### src/rtl/rxc_pkg.sv
// Shared constants and the metadata layout of a receive chunk.
// Assumes the chunk geometry is fixed: 120 data bytes plus 8 metadata bytes.
package rxc_pkg;
    localparam int CHUNK_BYTES = 128;
    localparam int DATA_BYTES  = 120;
    localparam int META_BYTES  = CHUNK_BYTES - DATA_BYTES;
    localparam int CHUNK_SHIFT = $clog2(CHUNK_BYTES);
    localparam int FILL_W      = $clog2(DATA_BYTES + 1);
    localparam int DATA_W      = DATA_BYTES * 8;
    localparam int META_W      = META_BYTES * 8;
    localparam int CHUNK_W     = CHUNK_BYTES * 8;

    localparam int FLAG_EOF = 0;
    localparam int FLAG_ERR = 1;
    localparam int FLAG_SOF = 2;

    // Byte 0 sits at the least significant end.
    typedef struct packed {
        logic [15:0] slot;    // bytes 6..7
        logic [15:0] part;    // bytes 4..5
        logic [15:0] gen;     // bytes 2..3
        logic [7:0]  flags;   // byte 1
        logic [7:0]  nbytes;  // byte 0
    } chunk_meta_t;
endpackage

### src/rtl/rxc_chunk_asm.sv
// Packs incoming frame bytes into a 120-byte data lane and flags when a chunk
// is complete (full, or the frame ended). The emitted lane already contains
// the byte accepted in the same cycle. Unfilled bytes are zero.
// Assumes one byte per cycle at most; no backpressure.
module rxc_chunk_asm
    import rxc_pkg::*;
(
    input  logic              clk,
    input  logic              rst_n,
    input  logic              valid_i,
    input  logic [7:0]        byte_i,
    input  logic              last_i,
    input  logic              err_i,
    output logic              emit_o,
    output logic [DATA_W-1:0] lane_o,
    output logic [7:0]        nbytes_o,
    output logic              sof_o,
    output logic              eof_o,
    output logic              err_o,
    output logic [15:0]       part_o,
    output logic              in_frame_o
);
    logic [DATA_W-1:0] acc_q;
    logic [FILL_W-1:0] fill_q;
    logic [15:0]       part_q;
    logic              in_frame_q;
    logic              full_now;

    // Lane merge: each byte position takes the incoming byte when it is the fill point.
    generate
        for (genvar k = 0; k < DATA_BYTES; k++) begin : g_lane
            assign lane_o[8*k +: 8] = (valid_i && fill_q == FILL_W'(k)) ? byte_i
                                                                        : acc_q[8*k +: 8];
        end
    endgenerate

    // Completion decode for the byte offered this cycle.
    always_comb begin
        full_now   = (fill_q == FILL_W'(DATA_BYTES - 1));
        emit_o     = valid_i && (full_now || last_i);
        nbytes_o   = 8'(fill_q) + 8'd1;
        sof_o      = (part_q == 16'd0);
        eof_o      = last_i;
        err_o      = last_i && err_i;
        part_o     = part_q;
        in_frame_o = in_frame_q;
    end

    // Accumulator, fill count, chunk position and frame-activity state.
    always_ff @(posedge clk) begin
        if (!rst_n) begin
            acc_q      <= '0;
            fill_q     <= '0;
            part_q     <= '0;
            in_frame_q <= 1'b0;
        end else if (valid_i) begin
            in_frame_q <= !last_i;
            if (emit_o) begin
                acc_q  <= '0;
                fill_q <= '0;
                part_q <= last_i ? 16'd0 : part_q + 16'd1;
            end else begin
                acc_q  <= lane_o;
                fill_q <= fill_q + FILL_W'(1);
            end
        end
    end
endmodule

### src/rtl/rxc_ring_ptr.sv
// Ring slot index and generation counter. Advances one slot per issued chunk
// and bumps the generation whenever the slot wraps to zero.
// Assumes the slot count is a power of two, so the index wraps naturally.
module rxc_ring_ptr #(
    parameter int IDX_W = 14,
    parameter int GEN_W = 16
) (
    input  logic             clk,
    input  logic             rst_n,
    input  logic             advance_i,
    output logic [IDX_W-1:0] idx_o,
    output logic [GEN_W-1:0] gen_o
);
    localparam logic [IDX_W-1:0] LAST_SLOT = '1;

    logic [IDX_W-1:0] idx_q;
    logic [GEN_W-1:0] gen_q;

    // Slot and generation advance.
    always_ff @(posedge clk) begin
        if (!rst_n) begin
            idx_q <= '0;
            gen_q <= '0;
        end else if (advance_i) begin
            idx_q <= idx_q + IDX_W'(1);
            if (idx_q == LAST_SLOT) begin
                gen_q <= gen_q + GEN_W'(1);
            end
        end
    end

    assign idx_o = idx_q;
    assign gen_o = gen_q;
endmodule

### src/rtl/rxc_lap_detect.sv
// Compares the writer position with a consumer position supplied by software,
// each as {generation, slot}, and flags when the writer leads by more than one ring.
// Assumes software keeps its position at or behind the writer; the distance is modular.
module rxc_lap_detect #(
    parameter int IDX_W = 14,
    parameter int GEN_W = 16
) (
    input  logic             clk,
    input  logic             rst_n,
    input  logic [IDX_W-1:0] prod_idx_i,
    input  logic [GEN_W-1:0] prod_gen_i,
    input  logic [IDX_W-1:0] cons_idx_i,
    input  logic [GEN_W-1:0] cons_gen_i,
    output logic             lapped_o
);
    localparam int POS_W = GEN_W + IDX_W;
    localparam logic [POS_W-1:0] RING_SLOTS = POS_W'(1) << IDX_W;

    logic [POS_W-1:0] lead;
    logic             lapped_q;

    // Modular distance of the writer ahead of the consumer.
    assign lead = {prod_gen_i, prod_idx_i} - {cons_gen_i, cons_idx_i};

    // Registered lap flag.
    always_ff @(posedge clk) begin
        if (!rst_n) begin
            lapped_q <= 1'b0;
        end else begin
            lapped_q <= (lead > RING_SLOTS);
        end
    end

    assign lapped_o = lapped_q;
endmodule

### src/rtl/rxc_chunk_writer.sv
// Cut-through receive chunk writer. Frame bytes are packed into 128-byte chunks
// (120 data + 8 metadata) and each chunk is issued as one host memory write as
// soon as it completes, into a ring of RING_BYTES. The writer never stalls.
// Assumes RING_BYTES is a power of two and a multiple of 128, GEN_W <= 16,
// and the write path accepts a request every cycle.
module rxc_chunk_writer
    import rxc_pkg::*;
#(
    parameter int ADDR_W     = 48,
    parameter int RING_BYTES = 2097152,
    parameter int GEN_W      = 16,
    localparam int SLOTS     = RING_BYTES / CHUNK_BYTES,
    localparam int IDX_W     = $clog2(SLOTS)
) (
    input  logic               clk,
    input  logic               rst_n,
    input  logic [ADDR_W-1:0]  ring_base_i,
    input  logic               rx_valid_i,
    input  logic [7:0]         rx_byte_i,
    input  logic               rx_last_i,
    input  logic               rx_err_i,
    input  logic [IDX_W-1:0]   sw_idx_i,
    input  logic [GEN_W-1:0]   sw_gen_i,
    output logic               wr_valid_o,
    output logic [ADDR_W-1:0]  wr_addr_o,
    output logic [CHUNK_W-1:0] wr_data_o,
    output logic [IDX_W-1:0]   cur_idx_o,
    output logic [GEN_W-1:0]   cur_gen_o,
    output logic               lapped_o
);
    logic              emit;
    logic [DATA_W-1:0] lane;
    logic [7:0]        nbytes;
    logic              sof, eof, ferr, in_frame;
    logic [15:0]       part;
    logic [IDX_W-1:0]  idx;
    logic [GEN_W-1:0]  gen;
    logic [ADDR_W-1:0] base_q;
    chunk_meta_t       meta;

    logic               wr_valid_q;
    logic [ADDR_W-1:0]  wr_addr_q;
    logic [CHUNK_W-1:0] wr_data_q;

    rxc_chunk_asm u_asm (
        .clk        (clk),
        .rst_n      (rst_n),
        .valid_i    (rx_valid_i),
        .byte_i     (rx_byte_i),
        .last_i     (rx_last_i),
        .err_i      (rx_err_i),
        .emit_o     (emit),
        .lane_o     (lane),
        .nbytes_o   (nbytes),
        .sof_o      (sof),
        .eof_o      (eof),
        .err_o      (ferr),
        .part_o     (part),
        .in_frame_o (in_frame)
    );

    rxc_ring_ptr #(.IDX_W(IDX_W), .GEN_W(GEN_W)) u_ptr (
        .clk       (clk),
        .rst_n     (rst_n),
        .advance_i (emit),
        .idx_o     (idx),
        .gen_o     (gen)
    );

    rxc_lap_detect #(.IDX_W(IDX_W), .GEN_W(GEN_W)) u_lap (
        .clk        (clk),
        .rst_n      (rst_n),
        .prod_idx_i (idx),
        .prod_gen_i (gen),
        .cons_idx_i (sw_idx_i),
        .cons_gen_i (sw_gen_i),
        .lapped_o   (lapped_o)
    );

    // Metadata assembly for the chunk completing this cycle.
    always_comb begin
        meta                 = '0;
        meta.nbytes          = nbytes;
        meta.flags[FLAG_EOF] = eof;
        meta.flags[FLAG_ERR] = ferr;
        meta.flags[FLAG_SOF] = sof;
        meta.gen             = 16'(gen);
        meta.part            = part;
        meta.slot            = 16'(32'(idx));
    end

    // Base register: reloads only between frames with no byte on offer.
    always_ff @(posedge clk) begin
        if (!rst_n) begin
            base_q <= '0;
        end else if (!in_frame && !rx_valid_i) begin
            base_q <= ring_base_i;
        end
    end

    // Write request register: one strobe per completed chunk.
    always_ff @(posedge clk) begin
        if (!rst_n) begin
            wr_valid_q <= 1'b0;
            wr_addr_q  <= '0;
            wr_data_q  <= '0;
        end else begin
            wr_valid_q <= emit;
            if (emit) begin
                wr_addr_q <= base_q + (ADDR_W'(idx) << CHUNK_SHIFT);
                wr_data_q <= {meta, lane};
            end
        end
    end

    assign wr_valid_o = wr_valid_q;
    assign wr_addr_o  = wr_addr_q;
    assign wr_data_o  = wr_data_q;
    assign cur_idx_o  = idx;
    assign cur_gen_o  = gen;
endmodule

### config.mk
export PLATFORM = sky130hd
export DESIGN_NAME = rxc_chunk_writer
export DESIGN_NICKNAME = d
export VERILOG_FILES = /design/src/rtl/rxc_pkg.sv /design/src/rtl/rxc_chunk_asm.sv /design/src/rtl/rxc_ring_ptr.sv /design/src/rtl/rxc_lap_detect.sv /design/src/rtl/rxc_chunk_writer.sv
export SDC_FILE = /design/constraint.sdc
export NUM_CORES = 2
export LEC_CHECK = 0
export ABC_AREA = 1
export CAP_MARGIN = 30
export CORE_AREA = 2 2 472 474
export CTS_CLUSTER_SIZE = 8
export DETAILED_ROUTE_END_ITERATION = 10
export DIE_AREA = 0 0 474 476
export DONT_BUFFER_PORTS = 1
export PLACE_DENSITY = 0.53
export SKIP_CTS_REPAIR_TIMING = 1
export SYNTH_ARGS = -nofsm -noshare
export SYNTH_HDL_FRONTEND = slang
export SYNTH_SLANG_ARGS = --single-unit
### constraint.sdc
create_clock -name clk -period 4.15 [get_ports clk]
set_input_delay 0.415 -clock clk [delete_from_list [all_inputs] [get_ports clk]]
set_output_delay 0.415 -clock clk [all_outputs]
set_load 0.02 [all_outputs]
# Yosys cells after proc, flatten, opt, wreduce, memory -nomap -nowiden
# Cells that the tools add are included.
# op_classes
n_addsub	7
order_cmp	1
n_eq_ne	120
n_mux	123
n_reduce_logical	131
# ops
op	count
8-bit two-way mux	120
960-bit two-way mux	1
7-bit == test, second input constant	56
7-bit by 6-bit == test with 1-bit output, second input constant	32
1-bit logical AND	123
7-bit by 5-bit == test with 1-bit output, second input constant	16
7-bit by 4-bit == test with 1-bit output, second input constant	8
48-bit by 21-bit adder with 48-bit output	1
16-bit by 1-bit adder with 16-bit output, second input constant	2
30-bit by 15-bit > comparator with 1-bit output, second input constant	1
30-bit subtractor	1
7-bit by 3-bit == test with 1-bit output, second input constant	4
16-bit zero test	1
16-bit two-way mux	1
14-bit by 1-bit adder with 14-bit output, second input constant	1
14-bit == test, second input constant	1
7-bit by 2-bit == test with 1-bit output, second input constant	2
7-bit by 1-bit adder with 8-bit output, second input constant	1
7-bit by 1-bit adder with 7-bit output, second input constant	1
7-bit by 1-bit == test with 1-bit output, second input constant	1
7-bit zero test	1
7-bit two-way mux	1
2-bit AND reduction	2
1-bit zero test	3
1-bit logical OR	1
# totals
register_bits	2129
in_bits	91
output_inout_bits	1104
word_cells	393

# Depth between registers and ports, before layout
# logic_depth
depth_word	4
mapped_depth	19
depth_no_buf	19

# Modules after synthesis
# Synthesis repeated with hierarchy kept, for this count alone.
# hier_totals
cells_unflattened	12936
hier_area_um2	89936.3
# modules_own_cells
module	instances	cells_per_inst	area_per_inst_um2	seq_area_each_um2
rxc_chunk_asm	1	6935	46047.9	19698.9
rxc_chunk_writer	1	5263	39952.1	22301.4
rxc_lap_detect	1	486	2366.0	20.0
rxc_ring_ptr	1	252	1570.3	600.6

# Worst setup path before layout
# Ideal clock, no wire load.
# synth_timing
kind	register to register
from	register u_ptr.idx_q[0] (netlist: u_ptr.idx_o[0])
to	register wr_addr_q[35] (netlist: wr_addr_o[35])
t_arrival_ps	2418
required_time_ps	4033
setup_slack_ps	1615
stages_incl_launch_ff	16
period_less_slack_ps	2535
cell_sequence	dfxtp_1 ha_1 inv_1 fa_1 inv_1 nand3_1 nand2_1 a21oi_1 o21ai_0 nand2_1 nand2_1 nand2_1 o21ai_0 nand2_1 nor2_1 nor2_1
# synth_via
elab_chain_cells	1
# synth_lines
element	line_no	rtl
from (decl)	rxc_ring_ptr.sv:16	logic [IDX_W-1:0] idx_q;
from (signal assigned)	rxc_ring_ptr.sv:25	idx_q <= idx_q + IDX_W'(1);
48-bit by 21-bit adder with 48-bit output	rxc_chunk_writer.sv:110	wr_addr_q <= base_q + (ADDR_W'(idx) << CHUNK_SHIFT);
to (signal assigned)	rxc_chunk_writer.sv:110	
to (decl)	rxc_chunk_writer.sv:42	logic [ADDR_W-1:0] wr_addr_q;
# No other way between the ends.
# A chain may end at the register's enable or synchronous reset.

# Worst setup path in the final report
# layout_timing
from	register u_asm.fill_q[0]
to	register u_asm.acc_q[735]
# layout_via
elab_chain_cells	4
word_cells_on_any_way	7
# layout_lines
element	line_no	rtl
from (decl)	rxc_chunk_asm.sv:24	logic [FILL_W-1:0] fill_q;
from (signal assigned)	rxc_chunk_asm.sv:64	fill_q <= fill_q + FILL_W'(1);
7-bit == test (on tied branches)	rxc_chunk_asm.sv:32, rxc_chunk_asm.sv:39	
1-bit logical AND or 1-bit logical OR (tied branches)	rxc_chunk_asm.sv:32, rxc_chunk_asm.sv:40	
8-bit two-way mux or 1-bit logical AND (tied branches)	rxc_chunk_asm.sv:32, rxc_chunk_asm.sv:40	
960-bit two-way mux (*)	rxc_chunk_asm.sv:58	if (emit_o) begin
to (signal assigned)	rxc_chunk_asm.sv:63	acc_q <= lane_o;
to (decl)	rxc_chunk_asm.sv:23	logic [DATA_W-1:0] acc_q;
# Mark *: on every way between the ends. The rest lies on a longest branch, timed or not.

==> flow_summary.json <==
{
  "crit_type": "register to register",
  "seq_area_frac_synth_pct": 55.19,
  "drtIter0Drc": 5016,
  "synth-async-reset-ratio_pct": 0,
  "grt_usage_pct": 24.09,
  "timing.slew.headroom_pct": 0.8288,
  "p_comb_share_pct": 4.7,
  "synth_cell_type_count": 50,
  "cts_root_buffer": "clkbuf_16",
  "crit_chain": "ha_1 -> inv_1 -> nor2_1 -> nand2_1 -> inv_1 -> nand2_1 -> a21oi_1 -> nor3_1",
  "yosys.area.top_type": "dfxtp_1",
  "power_leakage_nw": 33.15,
  "synthFlopType": "dfxtp_1",
  "mostFrequentLayoutCells": "dfxtp_1 (2129), a21oi_1 (1747), o21ai_0 (1431)",
  "grt_pass1_wl_um": 409700,
  "fin_tns_setup_ps": 0,
  "p_sw_share_pct": 25.23,
  "clockPowerShare_pct": 47.6,
  "coreArea_um2": 221000,
  "place.gp.congestion": 0.8806,
  "clkSlewWorstSetupHoldPaths_ps": 50,
  "cts_max_level": 5,
  "post-route-period-util_pct": 79.27,
  "synth_top_family_by_area": "compound AO/OA/AOI/OAI gates",
  "grt_max_degree": 1120,
  "p_int_mw": 35.44,
  "finalHoldViolations": 0,
  "drcViolationCount": 0,
  "syn_avg_cell_area_um2": 8.111,
  "finalNonFillerCells": 12290,
  "switchingPower_mw": 11.96,
  "synth_top_area_share_pct": 55.19,
  "critical-path-top-delay-family": "simple AND/OR/NAND/NOR gates",
  "cp-end-kind": "register",
  "tightestPinTransition_ps": 1488,
  "fp.dieW_um": 474,
  "initial_utilization_pct": 34.95,
  "dp_cells": 11880,
  "drive_gt1_share_pct": 6.425,
  "synth_edf_count": 0,
  "ys_ff_latch": 2129,
  "final_nets": 9426,
  "num_rows": 173,
  "cts_sinks": 2129,
  "drtAntennaViolNets": 0,
  "first_global_vias": 59930,
  "critPathRequiredTime_ps": 4880,
  "synth_simple_gate_area_share_pct": 16.17,
  "hold_class": "primary input to register",
  "wirelength_um": 286300,
  "grt_overflow": 0,
  "power.sequential.fraction_pct": 47.7,
  "vias": 65420,
  "synth-adder-area-share_pct": 0.8781,
  "setup_viol_count_final": 0,
  "cts_tree": "yes",
  "fp.dieH_um": 476,
  "cpMaxStageDelayCell": "nand2_1",
  "worst_slack_ps": 860.4,
  "critical_path_buf_inv_count": 2,
  "ir_drop_v": 0.0003808,
  "powerDensity_nw_per_um2": 533.2,
  "cpPeakStageDelay_ps": 610,
  "numCtsBuffers": 318,
  "cp-start-kind": "register",
  "place_ws_ps": 787.4,
  "syn2layout_area_growth_pct": 15.10,
  "dp_hpwl_um": 185300,
  "muxShareOfSynthArea_pct": 0,
  "antenna_found_initial": 14,
  "clk_path_buf_depth": 4,
  "drt_pre_antenna_iters": 7,
  "syn_area_um2": 77230,
  "pin_count": 1195,
  "rsz0062_at_grt": "no",
  "status": "completed",
  "crit_arrival_ps": 4020,
  "clock_latency_ps": 960,
  "path_max_fanout": 16,
  "viasPerCell": 5.322,
  "maxCapViolations": 0,
  "portBuffers": 0,
  "synth-xor-area-share_pct": 0.3402,
  "final_common_cell": "dfxtp_1",
  "finClkSkew_ps": 86.04,
  "synth_area_leaders": "dfxtp_1 (55%), a21oi_1 (11%), o21ai_0 (9.3%), nor3_1 (6.4%), nor2_1 (4.6%)",
  "syn_inst": 9522,
  "finalMaxSlewViolations": 0,
  "max_freq_mhz": 304.0,
  "yosys_warnings": 0,
  "period_minus_slack_ps": 3290,
  "wl_per_cell_um": 23.29,
  "synth_compound_area_share_pct": 21.27,
  "die-area_um2": 225600
}
==> registers in the layout (all words and copies together), names as in the netlist <==
register and count:
wr_data_o 1017, u_asm.acc_q 960, base_q 48, wr_addr_o 48
u_asm.part_o 16, u_ptr.gen_o 16, u_ptr.idx_o 14, u_asm.fill_q 7
u_asm.in_frame_o 1, u_lap.lapped_o 1, wr_valid_o 1
==> layout make-up <==
class / count / area, um^2
inverters: 322 / 1259
repair buffers: 265 / 2969
flip-flops and latches: 2129 / 42620
clock buffers: 330 / 8107
well taps: 2975 / 3722
multi-input cells: 6246 / 29940
fillers: 21990 / 132100
diodes: 10 / 25.02
clock inverters: 15 / 251.5
==> cell usage after synthesis (all sizes together) (2+ instances only) <==
cell	instances
dfxtp	2129
a21oi	1747
o21ai	1460
nor3	999
nor2	944
nand2	822
clkbuf	523
inv	320
buf	308
nand3	79
ha	51
nand4	29
xor2	20
nor4	17
o21bai	14
xnor2	10
a31oi	9
a21o	6
o211ai	5
a211oi	4
nand3b	3
o21a	3
or2	3
a21boi	2
clkinv	2
fa	2
o211a	2
o221ai	2
==> worst register-to-register path: cells and delay by family (launching register included) <==
kind,cells,cell delay [ps]
and+or+nand+nor,4,1420
buffers and inverters,2,670
DFF,1,410
AOI/OAI and AO/OA,1,380
adders and majority gates,1,240
==> path summary, 6_finish.rpt <==
| check | startpoint | end | slack (ps) | cells past startpoint |
|---|---|---|---|---|
| hold / removal | rx_valid_i | u_asm.acc_q[711]$_SDFFE_PN0P_ | 20 | 4 |
| setup / recovery | u_asm.fill_q[0]$_SDFFE_PN0P_ | u_asm.acc_q[735]$_SDFFE_PN0P_ | 860 | 8 |
| setup reg to reg | u_asm.fill_q[0]$_SDFFE_PN0P_ | u_asm.acc_q[735]$_SDFFE_PN0P_ | 860 | 8 |
| hold reg to reg | u_asm.acc_q[105]$_SDFFE_PN0P_ | wr_data_o[105]$_SDFFE_PN0P_ | 450 | 2 |
==> logic make-up (layout without fill, tap and decap cells) <==
group	after synthesis	in the layout
buffers and inverters	1153	932
AO/OA/AOI/OAI	3257	3257
AND/OR/NAND/NOR	2899	2899
other	1	17
adder cells (fa/ha/maj)	53	53
flip-flops	2129	2129
XOR/XNOR	30	30
==> stage by stage <==
stage | hold WS, ps | power (mW) | util [%] | area (um^2)
final | 24.97 | 47.39 | 40.22 | 88890
after global routing | 3.664 | 48.98 | 40.22 | 88880
after CTS | -438.2 | 47.62 | 39.91 | 88210
after detailed placement | 464.0 | 24.99 | 36.13 | 79850
after global placement | 451.4 | 24.96 | 36.06 | 79700
after floorplan | 436.6 | 24.03 | - | 77250
==> power by group through the flow <==
| stage | logic [mW] | registers (mW) | clock network [mW] |
|---|---|---|---|
| 2_1_floorplan | 1.51 | 22.5 | 0 |
| 3_3_place_gp | 1.98 | 23.0 | 0 |
| 3_5_place_dp | 2.01 | 23.0 | 0 |
| 4_1_cts | 2.03 | 22.6 | 23.0 |
| 5_1_grt | 2.48 | 22.6 | 23.9 |
| 6_report | 2.22 | 22.6 | 22.6 |
==> metal layers <==
| layer | share of wire [%] | vias up | track usage [%] |
|---|---|---|---|
| li1 | - | 31830 | - |
| met1 | 41 | 30790 | 29.26 |
| met2 | 43 | 2300 | 36.60 |
| met3 | 11 | 500 | 10.75 |
| met4 | 4.5 | 0 | 10.66 |
| met5 | 0 | - | 0 |
(Power assumes the default switching activity.)
